## src/rtl/lcd_seq_pkg.sv

```systemverilog
package lcd_seq_pkg;
  localparam int HDR_W = 8;
  localparam int ID_W  = 6;

  typedef enum logic [1:0] {
    ST_IDLE  = 2'd0,
    ST_LOAD  = 2'd1,
    ST_START = 2'd2,
    ST_WAIT  = 2'd3
  } seq_state_e;

  typedef enum logic {
    PH_INDEX = 1'b0,
    PH_DATA  = 1'b1
  } seq_phase_e;

  function automatic logic [HDR_W-1:0] mk_header(input logic [ID_W-1:0] id,
                                                 input logic sel, input logic dir);
    return {id, sel, dir};
  endfunction
endpackage

```

## src/rtl/seq_frame_build.sv

```systemverilog
module seq_frame_build
  import lcd_seq_pkg::*;
#(
  parameter logic [ID_W-1:0] DEV_ID = 6'h1C,
  parameter int REG_W     = 16,
  parameter int SHORT_LEN = 24,
  parameter int LONG_LEN  = 32,
  parameter int LEN_W     = $clog2(LONG_LEN)
) (
  input  seq_phase_e            phase,
  input  logic                  is_write,
  input  logic [REG_W-1:0]      idx,
  input  logic [REG_W-1:0]      val,
  output logic [LONG_LEN-1:0]   frame,
  output logic [LEN_W-1:0]      len
);
  localparam logic [HDR_W-1:0] HDR_INDEX = mk_header(DEV_ID, 1'b0, 1'b0);
  localparam logic [HDR_W-1:0] HDR_DATA  = mk_header(DEV_ID, 1'b1, 1'b0);
  localparam logic [LEN_W-1:0] SHORT_M1  = LEN_W'(SHORT_LEN - 1);
  localparam logic [LEN_W-1:0] LONG_M1   = LEN_W'(LONG_LEN - 1);

  always_comb begin
    frame = '0;
    len   = SHORT_M1;
    if (phase == PH_INDEX) begin
      frame[SHORT_LEN-1 -: HDR_W] = HDR_INDEX;
      frame[REG_W-1:0]            = idx;
    end else if (is_write) begin
      frame[SHORT_LEN-1 -: HDR_W] = HDR_DATA;
      frame[REG_W-1:0]            = val;
    end else begin
      frame[LONG_LEN-1 -: HDR_W]  = HDR_DATA;
      len                         = LONG_M1;
    end
  end
endmodule

```

## src/rtl/seq_ctrl.sv

```systemverilog
module seq_ctrl
  import lcd_seq_pkg::*;
#(
  parameter int REG_W     = 16,
  parameter int SHORT_LEN = 24,
  parameter int LONG_LEN  = 32,
  parameter int LEN_W     = $clog2(LONG_LEN)
) (
  input  logic                 clk,
  input  logic                 rst,
  input  logic                 req_valid,
  input  logic                 req_write,
  input  logic [REG_W-1:0]     req_index,
  input  logic [REG_W-1:0]     req_wdata,
  output logic                 req_ready,
  input  logic [LONG_LEN-1:0]  frame_i,
  input  logic [LEN_W-1:0]     len_i,
  output seq_phase_e           phase_q,
  output logic                 wr_q,
  output logic [REG_W-1:0]     idx_q,
  output logic [REG_W-1:0]     val_q,
  output logic                 spi_load,
  output logic [LONG_LEN-1:0]  spi_tx,
  output logic [LEN_W-1:0]     spi_len,
  output logic                 spi_start,
  input  logic                 spi_done,
  output logic                 last_done
);
  seq_state_e state_q;

  assign last_done = (state_q == ST_WAIT) && spi_done && (phase_q == PH_DATA);

  always_ff @(posedge clk) begin
    if (rst) begin
      state_q   <= ST_IDLE;
      req_ready <= 1'b1;
      spi_load  <= 1'b0;
      spi_start <= 1'b0;
      spi_tx    <= '0;
      spi_len   <= '0;
      phase_q   <= PH_INDEX;
      wr_q      <= 1'b0;
      idx_q     <= '0;
      val_q     <= '0;
    end else begin
      spi_load  <= 1'b0;
      spi_start <= 1'b0;
      case (state_q)
        ST_IDLE: begin
          if (req_valid) begin
            wr_q      <= req_write;
            idx_q     <= req_index;
            val_q     <= req_wdata;
            phase_q   <= PH_INDEX;
            req_ready <= 1'b0;
            state_q   <= ST_LOAD;
          end
        end
        ST_LOAD: begin
          spi_load <= 1'b1;
          spi_tx   <= frame_i;
          spi_len  <= len_i;
          state_q  <= ST_START;
        end
        ST_START: begin
          spi_start <= 1'b1;
          state_q   <= ST_WAIT;
        end
        ST_WAIT: begin
          if (spi_done) begin
            if (phase_q == PH_INDEX) begin
              phase_q <= PH_DATA;
              state_q <= ST_LOAD;
            end else begin
              req_ready <= 1'b1;
              state_q   <= ST_IDLE;
            end
          end
        end
        default: state_q <= ST_IDLE;
      endcase
    end
  end

  p_load_then_start_r5: assert property (@(posedge clk) disable iff (rst)
    spi_load |=> spi_start);
  p_load_start_apart_r5: assert property (@(posedge clk) disable iff (rst)
    !(spi_load && spi_start));
  p_busy_not_ready_r6: assert property (@(posedge clk) disable iff (rst)
    (spi_load || spi_start) |-> !req_ready);
  p_accept_drops_ready_r6: assert property (@(posedge clk) disable iff (rst)
    (req_ready && req_valid) |=> !req_ready);
  p_len_legal_r4: assert property (@(posedge clk) disable iff (rst)
    spi_load |-> (spi_len == LEN_W'(SHORT_LEN - 1) || spi_len == LEN_W'(LONG_LEN - 1)));
  p_short_pad_r2: assert property (@(posedge clk) disable iff (rst)
    (spi_load && spi_len == LEN_W'(SHORT_LEN - 1)) |-> (spi_tx[LONG_LEN-1:SHORT_LEN] == '0));
endmodule

```

## src/rtl/seq_rsp_capture.sv

```systemverilog
module seq_rsp_capture #(
  parameter int REG_W = 16
) (
  input  logic              clk,
  input  logic              rst,
  input  logic              last_done,
  input  logic              is_write,
  input  logic              spi_done,
  input  logic [REG_W-1:0]  spi_rx,
  output logic              rsp_valid,
  output logic [REG_W-1:0]  rsp_rdata
);
  always_ff @(posedge clk) begin
    if (rst) begin
      rsp_valid <= 1'b0;
      rsp_rdata <= '0;
    end else begin
      rsp_valid <= last_done && !is_write;
      if (last_done && !is_write) rsp_rdata <= spi_rx;
    end
  end

  p_rsp_after_done_r7: assert property (@(posedge clk) disable iff (rst)
    rsp_valid |-> $past(spi_done));
  p_rsp_single_r7: assert property (@(posedge clk) disable iff (rst)
    rsp_valid |=> !rsp_valid);
endmodule

```

## src/rtl/lcd_reg_seq.sv

```systemverilog
module lcd_reg_seq
  import lcd_seq_pkg::*;
#(
  parameter logic [5:0] DEV_ID = 6'h1C,
  parameter int REG_W     = 16,
  parameter int SHORT_LEN = 24,
  parameter int LONG_LEN  = 32,
  parameter int LEN_W     = $clog2(LONG_LEN)
) (
  input  logic                 clk,
  input  logic                 rst,
  input  logic                 req_valid,
  input  logic                 req_write,
  input  logic [REG_W-1:0]     req_index,
  input  logic [REG_W-1:0]     req_wdata,
  output logic                 req_ready,
  output logic                 rsp_valid,
  output logic [REG_W-1:0]     rsp_rdata,
  output logic                 spi_load,
  output logic [LONG_LEN-1:0]  spi_tx,
  output logic [LEN_W-1:0]     spi_len,
  output logic                 spi_start,
  input  logic                 spi_done,
  input  logic [REG_W-1:0]     spi_rx
);
  seq_phase_e             phase_q;
  logic                   wr_q;
  logic [REG_W-1:0]       idx_q;
  logic [REG_W-1:0]       val_q;
  logic [LONG_LEN-1:0]    frame_w;
  logic [LEN_W-1:0]       len_w;
  logic                   last_done;

  seq_frame_build #(
    .DEV_ID(DEV_ID), .REG_W(REG_W), .SHORT_LEN(SHORT_LEN),
    .LONG_LEN(LONG_LEN), .LEN_W(LEN_W)
  ) u_build (
    .phase(phase_q), .is_write(wr_q), .idx(idx_q), .val(val_q),
    .frame(frame_w), .len(len_w)
  );

  seq_ctrl #(
    .REG_W(REG_W), .SHORT_LEN(SHORT_LEN), .LONG_LEN(LONG_LEN), .LEN_W(LEN_W)
  ) u_ctrl (
    .clk(clk), .rst(rst),
    .req_valid(req_valid), .req_write(req_write),
    .req_index(req_index), .req_wdata(req_wdata), .req_ready(req_ready),
    .frame_i(frame_w), .len_i(len_w),
    .phase_q(phase_q), .wr_q(wr_q), .idx_q(idx_q), .val_q(val_q),
    .spi_load(spi_load), .spi_tx(spi_tx), .spi_len(spi_len),
    .spi_start(spi_start), .spi_done(spi_done), .last_done(last_done)
  );

  seq_rsp_capture #(.REG_W(REG_W)) u_cap (
    .clk(clk), .rst(rst), .last_done(last_done), .is_write(wr_q),
    .spi_done(spi_done), .spi_rx(spi_rx),
    .rsp_valid(rsp_valid), .rsp_rdata(rsp_rdata)
  );
endmodule

```

## config.mk

```make
export PLATFORM = sky130hd
export DESIGN_NAME = lcd_reg_seq
export DESIGN_NICKNAME = d
export VERILOG_FILES = /design/src/rtl/lcd_seq_pkg.sv /design/src/rtl/seq_frame_build.sv /design/src/rtl/seq_ctrl.sv /design/src/rtl/seq_rsp_capture.sv /design/src/rtl/lcd_reg_seq.sv
export SDC_FILE = /design/constraint.sdc
export NUM_CORES = 1
export LEC_CHECK = 0
export CAP_MARGIN = 5
export CORE_UTILIZATION = 45
export DETAILED_ROUTE_END_ITERATION = 6
export PLACE_DENSITY = 0.88
export REMOVE_ABC_BUFFERS = 1
export SYNTH_ARGS = -nofsm -noshare
export SYNTH_HDL_FRONTEND = slang
export SYNTH_SLANG_ARGS = --single-unit
export TNS_END_PERCENT = 10
```

## constraint.sdc

```tcl
create_clock -name clk -period 1.7 [get_ports clk]
set_input_delay 0.255 -clock clk [delete_from_list [all_inputs] [get_ports clk]]
set_output_delay 0.255 -clock clk [all_outputs]
set_load 0.1 [all_outputs]
```

==> metrics.txt <==
# TYPE chip_impl_metric gauge
chip_impl_metric{name="globalRoute.totalOverflow",unit=""} 0
chip_impl_metric{name="crit_buf_inv",unit=""} 1
chip_impl_info{name="setup_repair_after_global_routing_missed_its_margin",value="no"} 1
chip_impl_metric{name="async_reset_ff_frac",unit=""} 0
chip_impl_metric{name="netlist_area",unit="µm²"} 3098
chip_impl_metric{name="area_delta_synth_final",unit="%"} 53.15
chip_impl_metric{name="synth_enable_flop_cells",unit=""} 0
chip_impl_metric{name="clock_path_buffers",unit=""} 2
chip_impl_metric{name="synth_top_cell_area_share",unit=""} 0.4911
chip_impl_metric{name="post_dp_cell_area",unit="µm²"} 4548
chip_impl_metric{name="maxSlewHeadroom",unit=""} 0.6655
chip_impl_info{name="post-synth-top-count-cell",value="nand2_1"} 1
chip_impl_metric{name="cts-hold-fix-buffers",unit=""} 0
chip_impl_info{name="critical_path.slowest_cell",value="dfxtp_1"} 1
chip_impl_metric{name="die_h",unit="µm"} 84.97
chip_impl_metric{name="number_of_max_slew_violations_in_the_final_report",unit=""} 0
chip_impl_metric{name="clock.fmax",unit="MHz"} 664.5
chip_impl_metric{name="floorplan.io_pins",unit=""} 110
chip_impl_metric{name="cp.required",unit="ns"} 1.92
chip_impl_metric{name="fin_total_pwr",unit="mW"} 8.267
chip_impl_metric{name="hold_violations",unit=""} 0
chip_impl_metric{name="h_tree_depth_reported_by_cts",unit=""} 3
chip_impl_metric{name="totalWireLength",unit="mm"} 7.599
chip_impl_metric{name="synth.ff_latch_count",unit=""} 76
chip_impl_metric{name="number_of_antenna_violations_at_the_first_check_in_global_routing",unit=""} 0
chip_impl_info{name="critical_path.cell_chain",value="inv_1 -> ha_1 -> nand2b_1 -> a31oi_1 -> a311oi_1"} 1
chip_impl_info{name="cts_tree",value="built"} 1
chip_impl_metric{name="firstDrtPassIters",unit=""} 6
chip_impl_metric{name="die-area",unit="µm²"} 7220
chip_impl_metric{name="hold-worst-slack",unit="ns"} 0.3047
chip_impl_metric{name="die_x",unit="µm"} 84.97
chip_impl_metric{name="gpl.final_weighted_congestion",unit=""} 0.7882
chip_impl_metric{name="place.port_buffers",unit=""} 101
chip_impl_metric{name="finalWorstPathRequiredPeriod",unit="ns"} 1.505
chip_impl_info{name="kind_of_start_point_of_the_critical_path",value="flip-flop"} 1
chip_impl_metric{name="slew_worst_pin",unit="ns"} 0.5011
chip_impl_metric{name="avgViaCountPerCell",unit=""} 5.257
chip_impl_metric{name="drt.antenna.violating_nets",unit=""} 0
chip_impl_info{name="failed_checks",value="design-rule violations"} 1
chip_impl_metric{name="crit_fanout",unit=""} 6
chip_impl_metric{name="floorplan.initialDensity",unit=""} 0.4770
chip_impl_metric{name="post_route_cells_drive_above_1_share",unit=""} 0.1884
chip_impl_metric{name="max_cap_violations",unit=""} 0
chip_impl_info{name="yosys.area.top_type",value="dfxtp_1"} 1
chip_impl_metric{name="power-per-cell-area",unit="nW/µm²"} 1742
chip_impl_metric{name="cts.reportedPaths.clkPinSlew",unit="ns"} 0.08
chip_impl_metric{name="ratio_of_final_minimum_period_to_clock_period",unit=""} 0.8852
chip_impl_metric{name="detailedPlace.worstSlack",unit="ns"} 0.1547
chip_impl_metric{name="antenna-diode-count",unit=""} 0
chip_impl_metric{name="synth_warnings",unit=""} 0
chip_impl_metric{name="power_frac_seq",unit=""} 0.308
chip_impl_metric{name="netlist_instances",unit=""} 376
chip_impl_info{name="end_kind",value="flip-flop"} 1
chip_impl_metric{name="half_perimeter_wire_length_after_placement",unit="mm"} 5.394
chip_impl_metric{name="total_leakage_power",unit="nW"} 1.765
chip_impl_info{name="run_status",value="complete, but fails checks"} 1
chip_impl_metric{name="row_count",unit=""} 29
chip_impl_info{name="most_frequent_cells_after_synthesis",value="115 x nand2_1, 76 x dfxtp_1, 44 x a21oi_1"} 1
chip_impl_metric{name="switching_share",unit=""} 0.4613
chip_impl_info{name="path_class",value="flip-flop to flip-flop"} 1
chip_impl_info{name="cell_types_occupying_the_most_area_after_synthesis",value="dfxtp_1 49%, nand2_1 14%, a21oi_1 7.1%"} 1
chip_impl_metric{name="combinationalPowerShare",unit=""} 0.526
chip_impl_metric{name="clock-sinks",unit=""} 76
chip_impl_metric{name="wire_per_inst",unit="µm"} 13.97
chip_impl_metric{name="library_cells_used_by_synthesis",unit=""} 30
chip_impl_metric{name="cts.repair_timing.setup_buffer_count",unit=""} 0
chip_impl_metric{name="grt_pass1_wl",unit="mm"} 12.90
chip_impl_metric{name="first_global_vias",unit=""} 2775
chip_impl_metric{name="layout.filler_cells",unit=""} 439
chip_impl_metric{name="finClkSkew",unit="ns"} 0.008052
chip_impl_metric{name="intPower",unit="mW"} 4.453
chip_impl_metric{name="worst-endpoint-arrival",unit="ns"} 1.73
chip_impl_metric{name="finalNonFillerCells",unit=""} 544
chip_impl_metric{name="power.net_switching",unit="mW"} 3.813
chip_impl_metric{name="fp.coreArea",unit="µm²"} 6495
chip_impl_info{name="ys.flop_type",value="dfxtp_1"} 1
chip_impl_metric{name="dp.cells",unit=""} 528
chip_impl_metric{name="ctsResizeCount",unit=""} 0
chip_impl_info{name="cts_root_buffer",value="clkbuf_8"} 1
chip_impl_metric{name="worst_skew_pair_latency",unit="ns"} 0.33
chip_impl_metric{name="power.clock.fraction",unit=""} 0.166
chip_impl_metric{name="first_iter_violations",unit=""} 192
chip_impl_metric{name="timing.critical_path.slowest_cell_delay",unit="ns"} 0.41
chip_impl_metric{name="num_vias",unit=""} 2860
chip_impl_info{name="critPathTopFamily",value="compound AO/OA/AOI/OAI gates"} 1
chip_impl_metric{name="grt_start_max_net_pins",unit=""} 37
chip_impl_info{name="hold_path_class",value="input pin to flip-flop"} 1
chip_impl_metric{name="yosysSeqAreaShare",unit=""} 0.4911
chip_impl_metric{name="max-vdd-ir-drop",unit="µV"} 1619
chip_impl_metric{name="post-route-drc-count",unit=""} 7
chip_impl_metric{name="final.setup.worst_slack",unit="ns"} 0.1951
chip_impl_metric{name="layout.nets",unit=""} 521
chip_impl_metric{name="cts_made_buffers",unit=""} 9
chip_impl_metric{name="global_route.usage.total",unit=""} 0.2266
chip_impl_metric{name="setup_viol",unit=""} 0
chip_impl_metric{name="synth_area_per_cell",unit="µm²"} 8.239
chip_impl_metric{name="area_of_all_placed_cells_without_fillers",unit="µm²"} 4745
-- worst register-to-register path: stages, from the launching register on --
cell and delay [ns]:
dfxtp_1 0.41, inv_1 0.12, ha_1 0.25, nand2b_1 0.21
a31oi_1 0.12, a311oi_1 0.30
-- state kept, by name, indices dropped and copies added, names as in the netlist --
| register | count |
|---|---|
| u_ctrl.spi_tx | 18 |
| u_ctrl.idx_q | 16 |
| u_cap.rsp_rdata | 16 |
| u_ctrl.spi_len | 2 |
| u_ctrl.spi_load | 1 |
| u_ctrl.state_q | 2 |
| u_ctrl.phase_q | 1 |
| u_cap.rsp_valid | 1 |
| u_ctrl.wr_q | 1 |
| u_ctrl.req_ready | 1 |
| u_ctrl.spi_start | 1 |
| u_ctrl.val_q | 16 |
-- power groups by stage --
| stage | combinational (mW) | sequential, mW | clock [mW] |
|---|---|---|---|
| 2_1_floorplan | 0.927 | 4.21 | 0 |
| 3_3_place_gp | 4.26 | 2.56 | 0 |
| 3_5_place_dp | 4.34 | 2.58 | 0 |
| 4_1_cts | 4.36 | 2.55 | 1.38 |
| 5_1_grt | 4.56 | 2.60 | 1.49 |
| 6_report | 4.35 | 2.55 | 1.37 |
-- through the flow --
stage / setup TNS, ns / utilization
floorplan: -22.68 / -
global placement: 0 / 0.7003
detailed placement: 0 / 0.7003
CTS: 0 / 0.7305
global route: 0 / 0.7305
finish: 0 / 0.7305
-- final timing paths --
| path | slack [ns] | cells past startpoint | from | to |
|---|---|---|---|---|
| hold reg to reg | 0.46 | 2 | u_ctrl.val_q[14] | u_ctrl.val_q[14] |
| setup / recovery | 0.20 | 5 | u_ctrl.state_q[0] | u_ctrl.state_q[0] |
| setup reg to reg | 0.20 | 5 | u_ctrl.state_q[0] | u_ctrl.state_q[0] |
| hold / removal | 0.30 | 2 | rst | u_cap.rsp_rdata[14] |
-- final cells by class --
cell class              count  area, µm²  share of cell area
clock buffers              15      166.4             0.03507
multi-input cells         257       1296              0.2732
repair buffers            114       1619              0.3412
flip-flops and latches     76       1521              0.3207
well taps                  77      96.34             0.02031
clock inverters             1      30.03            0.006329
inverters                   4      15.01            0.003165
-- metal layers --
| layer | up-vias | global-route usage | share of wire |
|---|---|---|---|
| li1 | 1391 | - | - |
| met2 | 109 | 0.3842 | 0.51 |
| met3 | 19 | 0.03502 | 0.042 |
| met4 | 0 | 0.1356 | 0.034 |
| met1 | 1341 | 0.2714 | 0.42 |
| met5 | - | 0 | 0 |
-- cell families (layout without fill, tap and decap cells) --
| kind of cell | Yosys count | after routing | share of synthesized area |
|---|---|---|---|
| AO/OA/AOI/OAI | 76 | 76 | 0.1599 |
| adder cells (fa/ha/maj) | 6 | 6 | 0.02423 |
| buffers and inverters | 50 | 134 | 0.09895 |
| flip-flops | 76 | 76 | 0.4911 |
| other | 1 | 8 | 0.001210 |
| AND/OR/NAND/NOR | 167 | 167 | 0.2246 |
-- cell usage in the layout (no fill, tap or decap) --
master,Yosys,routed
nand2_1,115,115
dfxtp_1,76,76
clkdlybuf4s50_1,0,51
buf_12,0,51
a21oi_1,44,44
nor2_1,20,20
nand3_1,18,18
a311oi_1,17,17
clkbuf_8,0,11
buf_4,21,11
a21oi_2,10,10
conb_1,1,8
ha_1,6,6
nand2b_1,4,4
clkbuf_1,6,4
inv_1,3,3
nor2b_1,2,2
nor3_1,2,2
and2_1,1,1
and4b_1,1,1
nand4b_2,1,1
nand3b_1,1,1
o211a_1,1,1
inv_2,1,1
a211oi_1,1,1
or2_2,1,1
a31oi_1,1,1
a21o_1,1,1
nand4_1,1,1
a22oi_1,1,1
bufinv_16,0,1
buf_2,17,1
(Power assumes the default switching activity.)
